===== src/rtl/conv_read_pkg.sv =====
package conv_read_pkg;

  // Converter-side phase
  typedef enum logic [1:0] {
    PH_POR   = 2'd0,
    PH_CONV  = 2'd1,
    PH_SLEEP = 2'd2,
    PH_OUT   = 2'd3
  } phase_e;

  // Bus-side link state
  typedef enum logic [2:0] {
    LK_IDLE = 3'd0,
    LK_ADDR = 3'd1,
    LK_AACK = 3'd2,
    LK_DATA = 3'd3,
    LK_DACK = 3'd4
  } link_e;

endpackage


===== src/rtl/crt_sync.sv =====
module crt_sync #(
  parameter int STAGES = 2
) (
  input  logic clk,
  input  logic rst_n,
  input  logic scl_i,
  input  logic sda_i,
  output logic scl_s,
  output logic sda_s,
  output logic scl_rise,
  output logic scl_fall,
  output logic start_c,
  output logic stop_c
);

  logic [STAGES-1:0] scl_pipe;
  logic [STAGES-1:0] sda_pipe;
  logic              scl_d;
  logic              sda_d;

  // Idle bus is high, so every stage resets to 1 and no false edge appears
  always_ff @(posedge clk or negedge rst_n) begin
    if (!rst_n) begin
      scl_pipe <= '1;
      sda_pipe <= '1;
      scl_d    <= 1'b1;
      sda_d    <= 1'b1;
    end else begin
      scl_pipe <= {scl_pipe[STAGES-2:0], scl_i};
      sda_pipe <= {sda_pipe[STAGES-2:0], sda_i};
      scl_d    <= scl_pipe[STAGES-1];
      sda_d    <= sda_pipe[STAGES-1];
    end
  end

  assign scl_s    = scl_pipe[STAGES-1];
  assign sda_s    = sda_pipe[STAGES-1];
  assign scl_rise = scl_s & ~scl_d;
  assign scl_fall = ~scl_s & scl_d;
  assign start_c  = scl_s & scl_d & sda_d & ~sda_s;
  assign stop_c   = scl_s & scl_d & ~sda_d & sda_s;

endmodule


===== src/rtl/crt_seq.sv =====
module crt_seq
  import conv_read_pkg::*;
#(
  parameter int RES_W      = 16,
  parameter int POR_CYCLES = 62500
) (
  input  logic             clk,
  input  logic             rst_n,
  input  logic             conv_done,
  input  logic [RES_W-1:0] conv_result,
  input  logic             read_go,
  input  logic             all_sent,
  input  logic             ctl_nack,
  input  logic             start_c,
  input  logic             stop_c,
  output phase_e           phase_q,
  output logic [RES_W-1:0] res_q,
  output logic             conv_start
);

  localparam int CNT_W = $clog2(POR_CYCLES + 1);
  localparam logic [CNT_W-1:0] CNT_LAST = CNT_W'(POR_CYCLES - 1);

  phase_e           phase_n;
  logic [CNT_W-1:0] cnt_q;
  logic [CNT_W-1:0] cnt_n;
  logic             cnt_en;
  logic             cap_en;
  logic             start_n;

  always_comb begin
    phase_n = phase_q;
    cnt_n   = cnt_q;
    cnt_en  = 1'b0;
    cap_en  = 1'b0;
    start_n = 1'b0;
    case (phase_q)
      PH_POR: begin
        if (cnt_q == CNT_LAST) begin
          phase_n = PH_CONV;
          start_n = 1'b1;
        end else begin
          cnt_en = 1'b1;
          cnt_n  = cnt_q + 1'b1;
        end
      end
      PH_CONV: begin
        if (conv_done) begin
          cap_en  = 1'b1;
          phase_n = PH_SLEEP;
        end
      end
      PH_SLEEP: begin
        if (read_go) phase_n = PH_OUT;
      end
      PH_OUT: begin
        if (all_sent || stop_c) begin
          phase_n = PH_CONV;
          start_n = 1'b1;
        end else if (ctl_nack || start_c) begin
          phase_n = PH_SLEEP;
        end
      end
      default: phase_n = PH_POR;
    endcase
  end

  always_ff @(posedge clk or negedge rst_n) begin
    if (!rst_n) begin
      phase_q    <= PH_POR;
      cnt_q      <= '0;
      res_q      <= '0;
      conv_start <= 1'b0;
    end else begin
      phase_q    <= phase_n;
      conv_start <= start_n;
      if (cnt_en) cnt_q <= cnt_n;
      if (cap_en) res_q <= conv_result;
    end
  end

endmodule


===== src/rtl/crt_link.sv =====
module crt_link
  import conv_read_pkg::*;
#(
  parameter int          RES_W    = 16,
  parameter logic [6:0]  TGT_ADDR = 7'b0010100
) (
  input  logic             clk,
  input  logic             rst_n,
  input  logic             scl_rise,
  input  logic             scl_fall,
  input  logic             sda_s,
  input  logic             start_c,
  input  logic             stop_c,
  input  phase_e           phase_q,
  input  logic [RES_W-1:0] res_q,
  output logic             sda_oe,
  output logic             read_go,
  output logic             all_sent,
  output logic             ctl_nack,
  output link_e            link_q
);

  localparam int IDX_W = $clog2(RES_W);
  localparam logic [IDX_W-1:0] IDX_TOP = IDX_W'(RES_W - 1);
  localparam logic [7:0] RD_BYTE = {TGT_ADDR, 1'b1};

  link_e            link_n;
  logic [7:0]       sh_q, sh_n;
  logic [3:0]       cnt_q, cnt_n;
  logic             ok_q, ok_n;
  logic             mack_q, mack_n;
  logic [IDX_W-1:0] idx_q, idx_n;
  logic [7:0]       sh_in;

  assign sh_in = {sh_q[6:0], sda_s};

  always_comb begin
    link_n   = link_q;
    sh_n     = sh_q;
    cnt_n    = cnt_q;
    ok_n     = ok_q;
    mack_n   = mack_q;
    idx_n    = idx_q;
    read_go  = 1'b0;
    all_sent = 1'b0;
    ctl_nack = 1'b0;
    if (start_c) begin
      link_n = LK_ADDR;
      cnt_n  = 4'd0;
      ok_n   = 1'b0;
    end else if (stop_c) begin
      link_n = LK_IDLE;
    end else begin
      case (link_q)
        LK_ADDR: begin
          if (scl_rise && (cnt_q < 4'd8)) begin
            sh_n  = sh_in;
            cnt_n = cnt_q + 4'd1;
            // decision taken on the phase held before this edge
            if (cnt_q == 4'd7) ok_n = (sh_in == RD_BYTE) && (phase_q == PH_SLEEP);
          end else if (scl_fall && (cnt_q == 4'd8)) begin
            if (ok_q) begin
              link_n  = LK_AACK;
              read_go = 1'b1;
            end else begin
              link_n = LK_IDLE;
            end
          end
        end
        LK_AACK: begin
          if (scl_fall) begin
            link_n = LK_DATA;
            idx_n  = IDX_TOP;
          end
        end
        LK_DATA: begin
          if (scl_fall) begin
            if (idx_q == '0) begin
              all_sent = 1'b1;
              link_n   = LK_IDLE;
            end else if (idx_q[2:0] == 3'd0) begin
              link_n = LK_DACK;
            end else begin
              idx_n = idx_q - 1'b1;
            end
          end
        end
        LK_DACK: begin
          if (scl_rise) begin
            mack_n = sda_s;
          end else if (scl_fall) begin
            if (mack_q) begin
              ctl_nack = 1'b1;
              link_n   = LK_IDLE;
            end else begin
              link_n = LK_DATA;
              idx_n  = idx_q - 1'b1;
            end
          end
        end
        default: link_n = LK_IDLE;
      endcase
    end
  end

  always_ff @(posedge clk or negedge rst_n) begin
    if (!rst_n) begin
      link_q <= LK_IDLE;
      sh_q   <= '0;
      cnt_q  <= '0;
      ok_q   <= 1'b0;
      mack_q <= 1'b1;
      idx_q  <= '0;
    end else begin
      link_q <= link_n;
      sh_q   <= sh_n;
      cnt_q  <= cnt_n;
      ok_q   <= ok_n;
      mack_q <= mack_n;
      idx_q  <= idx_n;
    end
  end

  assign sda_oe = (link_q == LK_AACK) || ((link_q == LK_DATA) && !res_q[idx_q]);

endmodule


===== src/rtl/conv_read_target.sv =====
module conv_read_target
  import conv_read_pkg::*;
#(
  parameter logic [6:0] TGT_ADDR    = 7'b0010100,
  parameter int         RES_W       = 16,
  parameter int         POR_CYCLES  = 62500,
  parameter int         SYNC_STAGES = 2
) (
  input  logic             clk,
  input  logic             rst_n,
  input  logic             scl_i,
  input  logic             sda_i,
  output logic             sda_oe,
  output logic             conv_start,
  input  logic             conv_done,
  input  logic [RES_W-1:0] conv_result
);

  logic [1:0]       rst_pipe;
  logic             rst_s_n;
  logic             scl_s, sda_s, scl_rise, scl_fall, start_c, stop_c;
  logic             read_go, all_sent, ctl_nack;
  phase_e           phase_q;
  link_e            link_q;
  logic [RES_W-1:0] res_q;

  // reset asserts at once, releases on the clock
  always_ff @(posedge clk or negedge rst_n) begin
    if (!rst_n) rst_pipe <= 2'b00;
    else        rst_pipe <= {rst_pipe[0], 1'b1};
  end
  assign rst_s_n = rst_pipe[1];

  crt_sync #(.STAGES(SYNC_STAGES)) u_sync (
    .clk      (clk),
    .rst_n    (rst_s_n),
    .scl_i    (scl_i),
    .sda_i    (sda_i),
    .scl_s    (scl_s),
    .sda_s    (sda_s),
    .scl_rise (scl_rise),
    .scl_fall (scl_fall),
    .start_c  (start_c),
    .stop_c   (stop_c)
  );

  crt_seq #(.RES_W(RES_W), .POR_CYCLES(POR_CYCLES)) u_seq (
    .clk         (clk),
    .rst_n       (rst_s_n),
    .conv_done   (conv_done),
    .conv_result (conv_result),
    .read_go     (read_go),
    .all_sent    (all_sent),
    .ctl_nack    (ctl_nack),
    .start_c     (start_c),
    .stop_c      (stop_c),
    .phase_q     (phase_q),
    .res_q       (res_q),
    .conv_start  (conv_start)
  );

  crt_link #(.RES_W(RES_W), .TGT_ADDR(TGT_ADDR)) u_link (
    .clk      (clk),
    .rst_n    (rst_s_n),
    .scl_rise (scl_rise),
    .scl_fall (scl_fall),
    .sda_s    (sda_s),
    .start_c  (start_c),
    .stop_c   (stop_c),
    .phase_q  (phase_q),
    .res_q    (res_q),
    .sda_oe   (sda_oe),
    .read_go  (read_go),
    .all_sent (all_sent),
    .ctl_nack (ctl_nack),
    .link_q   (link_q)
  );

endmodule


===== config.mk =====
export PLATFORM = sky130hd
export DESIGN_NAME = conv_read_target
export DESIGN_NICKNAME = d
export VERILOG_FILES = /design/src/rtl/conv_read_pkg.sv /design/src/rtl/crt_sync.sv /design/src/rtl/crt_seq.sv /design/src/rtl/crt_link.sv /design/src/rtl/conv_read_target.sv
export SDC_FILE = /design/constraint.sdc
export NUM_CORES = 1
export LEC_CHECK = 0
export BUFFER_PORTS_ARGS = -buffer_cell sky130_fd_sc_hd__clkbuf_2
export CORE_ASPECT_RATIO = 0.8
export CORE_UTILIZATION = 30
export DETAILED_ROUTE_END_ITERATION = 16
export HOLD_SLACK_MARGIN = 0.03
export PLACE_DENSITY_LB_ADDON = 0.1
export SYNTH_ARGS = -nofsm -noshare
export SYNTH_HDL_FRONTEND = slang
export SYNTH_SLANG_ARGS = --single-unit

===== constraint.sdc =====
create_clock -name clk -period 1.9 [get_ports clk]
set_input_delay 0.38 -clock clk [delete_from_list [all_inputs] [get_ports clk]]
set_output_delay 0.38 -clock clk [all_outputs]
set_load 0.03 [all_outputs]

==> metrics, run 1 <==
status complete, but fails checks; failing checks negative setup slack; Clock Skew 0.00870 ns; CP delay by family, top multiplexers; NumNets Final 360; Syn Nets 301; Worst-path clk slew 0.06 ns; Final min period 2.47 ns; Initial Utilization 0.313; Worst EP arrival 2.09 ns; setup_tns -0.749 ns; cell count after synthesis 270; Final setup viols 5; chip width 115 um; ys async rst share 1.00; num rows 32; Via density 4.66; worst setup margin -0.571 ns; YS warnings 0; Mean Syn Cell Area 11.3 sq um; P_leak 1.91 nW; root buffer cell clkbuf_16; number of global-route vias before repair 2141; Cells on Worst Hold Path 1; pwr dens 1070 nW/um^2; TritonCTS clock tree yes; Peak VDD IR 0.531 mV; Top Ports 23; crit path kind reg -> out; EDFF count, synth 0; worst reg2reg path depth 9; non-filler cells, final 470; slowest stage cell, crit path mux4_2; layout cells sized above 1 0.344; Detailed Place HPWL 4540 um; worst-path fanout max 5; crit-path cells mux4_2 > mux4_2 > a21oi_4 > buf_8; Port Buffers 22; Detailed Route Iter0 Violations 94; P&R area growth vs syn 29.6%; Hold EP u_sync.scl_pipe[0]; mapped cell area 3060 sq um; WL/cell 13.7 um; Final Cycle Share 1.30; gr usage total 0.138; most used cell, CP mux4_2; clock insertion delay at the later pin of the skew report 0.33 ns; CTS Buf Count 9; drc violations 0; initial antenna violation count 0; Crit path required time 1.52 ns; HP Start scl_i; 1st-pass router iterations 5; Placer Congestion 0.752; total wire length 6430 um; Die Ht 92.3 um; grt total ovfl 0; Setup crit end kind output port; vias 2191; CP bufs+invs 1; Synth Register Bits 63; die area 10600 sq um; unrepaired setup endpoints after global routing yes; Fmax 405 MHz; fill cell count 1006; Core Area 9770 sq um; worst reg2reg path startpoint u_link.idx_q[0]; largest net degree at the start of global routing 52; ys flop type dfrtp_1; Reg-to-Reg End u_seq.phase_q[1]; CP max stage delay 0.52 ns; n_diodes 0; maximum clock path buffer count 2; Post-DRT Antenna Nets 0; first-pass GRT wire length 10900 um; dpl cells 452; Worst Hold Class in -> reg; Sink Count 63; register area share after synthesis 0.518; Fin. Hold Viols 0; reg-to-reg slack, setup -0.09 ns; synth unique cells 58; CTS H-tree lvls 3; Power, Total 0.00426 W; maxcap violations 0; max-slew violations 0; Startpoint Class flip-flop
==> cell usage after synthesis, types with 4 or more instances <==
cell type,count,area [sq um]
dfrtp_1,56,1400
nor3_1,4,20.0
a31oi_1,5,31.3
a21oi_1,4,20.0
xor2_1,9,78.8
o21a_1,4,30.0
nand4_1,5,31.3
xnor2_1,7,61.3
nor2_1,20,75.1
nand3_1,6,30.0
dfstp_2,7,184
nand4b_1,4,35.0
nand2_1,33,124
and3_1,4,25.0
clkbuf_1,5,18.8
ha_1,10,125
mux2_2,17,191
inv_1,12,45.0
==> per-stage QoR <==
stage	utilization	instance area, sq um	hold WS [ns]	setup WS (ns)
final	0.406	3970	0.124	-0.571
after global placement	0.364	3550	0.153	-0.329
after global routing	0.406	3970	0.110	-0.655
after floorplan	-	3060	0.0844	-0.148
after CTS	0.402	3930	0.111	-0.621
after detailed placement	0.364	3550	0.162	-0.382
==> how the worst max path moves through the flow <==
stage,start,end,slack (ns),cells past startpoint
after floorplan,u_link.idx_q[0],sda_oe,-0.15,4
after global placement,u_link.idx_q[0],sda_oe,-0.33,4
after detailed placement,u_link.idx_q[0],sda_oe,-0.38,4
after CTS,u_link.idx_q[0],sda_oe,-0.62,4
after global routing,u_link.idx_q[0],sda_oe,-0.66,4
final,u_link.idx_q[0],sda_oe,-0.57,4
==> flip-flops by register name, summed over array words and instances (netlist names) <==
| name | count |
|---|---|
| u_link.ok_q | 1 |
| u_sync.sda_pipe | 2 |
| u_link.link_q | 3 |
| u_seq.conv_start | 1 |
| u_link.idx_q | 4 |
| u_sync.scl_pipe | 2 |
| u_seq.cnt_q | 16 |
| u_link.sh_q | 7 |
| u_sync.scl_d | 1 |
| rst_pipe | 2 |
| u_sync.sda_d | 1 |
| u_seq.phase_q | 2 |
| u_link.mack_q | 1 |
| u_link.cnt_q | 4 |
| u_seq.res_q | 16 |
==> cells in the final DEF, fill, tap and decap left out, types with 3 or more instances in the layout <==
cell       instances
nand4b_1           4
nor3_1             4
nand3_1            6
a21oi_1            3
nor2b_1            3
and3_1             3
inv_1             12
dfrtp_1           54
a41oi_1            3
ha_1               8
buf_4             32
nand4_1            5
mux2_2            17
o21ai_1            3
dfstp_2            7
nand2b_1           3
a31oi_1            5
o21a_1             4
clkinv_4           3
xnor2_1            7
clkbuf_2          21
xor2_1             9
clkbuf_16          9
mux4_2             5
nand2_1           32
nor2_1            20
==> timing repair <==
action | 4_1_cts | 5_1_grt
hold endpoints to repair | 2 | 0
setup endpoints to repair | 9 | 11
pin swaps | 3 | 9
buffers inserted | 0 | 1
hold buffers | 1 | 0
resized for setup | 6 | 9
==> layout make-up <==
type | count | area (sq um) | area share
Multi-Input combinational cell | 186 | 1430 | 0.360
Timing Repair Buffer | 57 | 402 | 0.101
Inverter | 12 | 45.0 | 0.0114
Tap cell | 136 | 170 | 0.0429
Clock buffer | 10 | 239 | 0.0603
Sequential cell | 63 | 1590 | 0.400
Clock inverter | 6 | 93.8 | 0.0237
==> power breakdown <==
part	internal (W)	switching (W)
registers	0.00146	0.000166
clock network	0.00119	0.000625
logic	0.000436	0.000376
==> layer usage <==
layer  share of wire  vias to the layer above  track usage
met3           0.035                       12       0.0471
met4           0.019                        0       0.0617
li1                -                     1083            -
met1            0.55                     1071        0.209
met5               0                        -            0
met2            0.40                       25        0.174
==> logic make-up after synthesis <==
group	synth area share
AND/OR/NAND/NOR	0.171
flip-flops	0.518
AO/OA/AOI/OAI	0.0842
multiplexers	0.110
buffers and inverters	0.0290
XOR/XNOR	0.0458
adder cells (fa/ha/maj)	0.0409
other	0.00123
Note: power is estimated with default switching activity, not from simulation.
==> run 2, diff against run 1 <==
- CELL_PAD_IN_SITES_DETAIL_PLACEMENT: default -> 2
- CELL_PAD_IN_SITES_GLOBAL_PLACEMENT: default -> 2
==> metrics, run 2 (synthesis gave the netlist of run 1 again) <==
status complete, but fails checks; failing checks negative setup slack; P&R area growth vs syn 29.7%; Peak VDD IR 0.441 mV; Worst-path clk slew 0.05 ns; reg-to-reg slack, setup -0.07 ns; unrepaired setup endpoints after global routing yes; worst reg2reg path depth 9; area of the multi-input gates 1440 sq um; Core Area 9770 sq um; CP bufs+invs 1; chip width 115 um; sequential share of power 0.393; most used cell, CP mux4_2; layout cells sized above 1 0.357; Worst Hold Class in -> reg; 1st-pass router iterations 4; worst-margin pin slew 0.509 ns; critical path depth 4; Power, Total 0.00414 W; gr usage total 0.167; NumNets Final 362; worst-path fanout max 5; Initial Utilization 0.313; Fin. Hold Viols 0; largest net degree at the start of global routing 31; max-slew violations 0; Placer Congestion 0.693; top flop regs u_seq.cnt_q x16, u_seq.res_q x16, u_link.sh_q x7; Sw Ratio 0.287; Sink Count 63; Post-Route M1 WL 3750 um; sequential cell area 1590 sq um; clock power share 0.404; CP max stage delay 0.52 ns; n_diodes 0; crit path kind reg -> out; crit-path cells mux4_2 > mux4_2 > a21oi_4 > buf_8; sw power 0.00119 W; Top Ports 23; clock insertion delay at the later pin of the skew report 0.34 ns; num rows 32; P_leak 1.90 nW; Setup crit end sda_oe; Setup crit end kind output port; Worst EP arrival 2.10 ns; WL met3 229 um; utilization after layout 0.406; commonest non-fill, non-tap cell in the layout dfrtp_1; Fmax 404 MHz; CTS H-tree lvls 3; number of global-route vias before repair 2579; Detailed Route Iter0 Violations 55; CP startpoint u_link.idx_q[0]; Met2 Routed Length 3500 um; first-pass GRT wire length 13300 um; Post-DRT Antenna Nets 0; pwr dens 1040 nW/um^2; Final Cycle Share 1.30; top layer in use met4; worst reg2reg path startpoint u_link.idx_q[0]; vias 2264; initial antenna violation count 0; Reg-to-Reg End u_seq.phase_q[0]; TritonCTS clock tree yes; Detailed Place HPWL 5470 um; Internal Power 0.00295 W; Final min period 2.48 ns; Die Ht 92.3 um; commonest cells after routing, fill and taps aside dfrtp_1 (53), buf_4 (34), nand2_1 (33); slowest stage cell, crit path mux4_2; CTS Buf Count 9; dpl ws -0.383 ns; worst setup margin -0.578 ns; total wire length 7600 um; fill cell count 1057; die area 10600 sq um; WL/cell 16.1 um; drc violations 0; Combinational Power Share 0.203; Via density 4.80; Final setup viols 4; Port Buffers 22; maxcap violations 0; root buffer cell clkbuf_16; HP Start sda_i; Clock Skew 0.00877 ns; Startpoint Class flip-flop; Crit path required time 1.52 ns; maximum clock path buffer count 2; CP delay by family, top multiplexers; Max-slew headroom 0.661; grt total ovfl 0
run 2: cell count changes in the layout (fill, tap and decap cells not counted), sizes merged:
cell / delta
clkinvlp: +2
clkinv: -1
bufinv: -1
buf: +2
run 2: worst register-to-register path, delay by kind of cell, from the launching register on:
family / cells / cell delay, ns
AOI/OAI and AO/OA: 1 / 0.11
adders and majority gates: 1 / 0.18
buffers and inverters: 3 / 0.31
DFF: 1 / 0.46
and+or+nand+nor: 4 / 0.78
run 2: area by class of cell:
cell class | count | area share
sequential | 63 | 0.400
multi-input combinational | 186 | 0.363
timing repair buffer | 59 | 0.105
clock buffer | 10 | 0.0602
tap | 136 | 0.0429
clock inverter | 6 | 0.0176
inverter | 12 | 0.0113
run 2: stage by stage:
stage | hold WS, ns | std cells | TNS (ns) | instance area [sq um]
2_1_floorplan | 0.0844 | 270 | -0.148 | 3060
3_3_place_gp | 0.166 | 451 | -0.794 | 3550
3_5_place_dp | 0.167 | 451 | -1.39 | 3550
4_1_cts | 0.114 | 468 | -0.634 | 3890
5_1_grt | 0.112 | 472 | -1.81 | 3970
6_report | 0.125 | 472 | -0.690 | 3970
run 2: worst min-delay path by stage:
stage                                    end  slack, ns  cells past startpoint
after CTS                 u_sync.sda_pipe[0]       0.11                      1
final                     u_sync.sda_pipe[0]       0.12                      1
after global routing      u_sync.sda_pipe[0]       0.11                      1
after detailed placement         rst_pipe[0]       0.17                      1
after floorplan                  rst_pipe[0]       0.08                      0
after global placement           rst_pipe[0]       0.17                      1
run 2: per-layer routing:
metal  up-vias  global-route usage
li1       1081                   -
met1      1154               0.224
met2        19               0.255
met3        10              0.0491
met4         0              0.0617
met5         -                   0
run 2: repair_timing:
action,4_1_cts,5_1_grt
setup endpoints to repair,8,12
hold buffers,1,0
gates cloned,0,0
gates resized for setup,8,11
endpoints found under the hold margin,2,0
setup buffers,0,4
pin swaps,3,8
run 2: power by group through the flow:
stage,sequential [W],clock [W],combinational [W]
6_report,0.00163,0.00167,0.000842
5_1_grt,0.00166,0.00178,0.000937
4_1_cts,0.00164,0.00173,0.000799
3_5_place_dp,0.00165,0,0.000755
3_3_place_gp,0.00164,0,0.000726
2_1_floorplan,0.00159,0,0.000494
==> run 3, diff against run 2 <==
- clock period: 1.9 -> 2.7 ns (I/O delays scaled with it)
==> metrics, run 3 (synthesis gave the netlist of run 1 again) <==
status finished, final reports clean; Max-slew headroom 0.546; sequential share of power 0.440; total wire length 6970 um; commonest non-fill, non-tap cell in the layout dfrtp_1; gr usage total 0.153; Final min period 2.65 ns; Sw Ratio 0.296; worst reg2reg path depth 8; Internal Power 0.00187 W; sw power 0.000786 W; Combinational Power Share 0.150; Worst-path clk slew 0.06 ns; Initial Utilization 0.313; Detailed Route Iter0 Violations 52; TritonCTS clock tree yes; pwr dens 734 nW/um^2; chip width 115 um; Reg-to-Reg End u_seq.phase_q[1]; CTS H-tree lvls 3; n_diodes 0; Port Buffers 22; clock insertion delay at the later pin of the skew report 0.33 ns; Final Cycle Share 0.983; GRT met2 Usage 0.228; GR Util met3 0.0458; worst reg2reg path startpoint u_link.idx_q[0]; worst-margin pin slew 0.681 ns; worst-path fanout max 5; Detailed Place HPWL 5020 um; P_leak 1.73 nW; Core Area 9770 sq um; NumNets Final 330; met1 GRT Util 0.207; largest net degree at the start of global routing 52; Clock Skew 0.00587 ns; WL/cell 15.8 um; Sink Count 63; layout cells sized above 1 0.250; grt total ovfl 0; fill cell count 1090; maximum clock path buffer count 2; CTS Buf Count 9; most crowded layer after global routing met2; clock power share 0.410; root buffer cell clkbuf_16; 1st-pass router iterations 4; Top Ports 23; P&R area growth vs syn 18.3%; Peak VDD IR 0.312 mV; maxcap violations 0; vias 2131; Fin. Hold Viols 0; Fmax 377 MHz; die area 10600 sq um; initial antenna violation count 0; commonest cells after routing, fill and taps aside dfrtp_1 (54), nand2_1 (33), clkbuf_2 (21); crit path kind reg -> out; Min Hold Slack 0.129 ns; setup_tns 0 ns; Post-DRT Antenna Nets 0; Die Ht 92.3 um; number of global-route vias before repair 2332; num rows 32; unrepaired setup endpoints after global routing yes; Final setup viols 0; reg-to-reg slack, setup 0.52 ns; Worst Hold Class reg -> async; max-slew violations 0; drc violations 0; Placer Congestion 0.692; Worst EP arrival 2.11 ns; Setup crit end kind output port; Crit path required time 2.16 ns; Startpoint Class flip-flop; top flop regs u_seq.cnt_q x16, u_seq.res_q x16, u_link.sh_q x7; Via density 4.84; first-pass GRT wire length 12100 um
==> run 3: final cells by class <==
type                            instances  area [sq um]  area share
Tap cell                              136           170      0.0470
Timing Repair Buffer                   27           159      0.0439
Sequential cell                        63          1590       0.438
Multi-Input combinational cell        186          1380       0.380
Clock buffer                           10           239      0.0660
Clock inverter                          6          45.0      0.0124
Inverter                               12          45.0      0.0124
==> run 3: worst max-delay path by stage <==
| stage | from | end | slack [ns] | cells past startpoint |
|---|---|---|---|---|
| global placement | u_link.idx_q[0] | sda_oe | 0.21 | 4 |
| floorplan | u_link.idx_q[0] | sda_oe | 0.39 | 4 |
| detailed placement | u_link.idx_q[0] | sda_oe | 0.20 | 4 |
| finish | u_link.idx_q[0] | sda_oe | 0.05 | 4 |
| CTS | u_link.idx_q[0] | sda_oe | 0.02 | 4 |
| global route | u_link.idx_q[0] | sda_oe | -0.04 | 4 |
==> run 3: critical path, stage by stage (launching register included) <==
cell and delay (ns):
dfrtp_2 0.44, mux4_2 0.52, mux4_2 0.50, a21oi_2 0.15
clkbuf_8 0.17
==> run 3: layer usage <==
metal / vias up / wire [um]
met5: - / 0
met4: 0 / 100
met3: 10 / 215
met2: 20 / 3040
met1: 1085 / 3610
li1: 1016 / -
==> run 3: repair_timing <==
action                                  CTS  global route
setup buffers                             1             0
gates resized for setup                   6             0
gates cloned                              0             0
endpoints found under the setup margin    1             1
hold endpoints to repair                  2             0
hold buffers                              1             0
pin swaps                                 1             0
==> run 3: power groups by stage <==
stage | Sequential, W | Clock, W | Combinational [W]
floorplan | 0.00112 | 0 | 0.000337
global placement | 0.00118 | 0 | 0.000371
global route | 0.00119 | 0.00117 | 0.000453
CTS | 0.00117 | 0.00112 | 0.000407
detailed placement | 0.00119 | 0 | 0.000378
finish | 0.00117 | 0.00109 | 0.000399
==> run 3: metrics by stage <==
| step | instances | cell area, sq um | setup WS, ns | power [W] | utilization |
|---|---|---|---|---|---|
| after global routing | 440 | 3620 | -0.0402 | 0.00281 | 0.371 |
| after CTS | 440 | 3620 | 0.0176 | 0.00270 | 0.371 |
| final | 440 | 3620 | 0.0461 | 0.00266 | 0.371 |
| after detailed placement | 422 | 3320 | 0.205 | 0.00156 | 0.340 |
| after floorplan | 270 | 3060 | 0.386 | 0.00145 | - |
| after global placement | 422 | 3320 | 0.207 | 0.00155 | 0.340 |
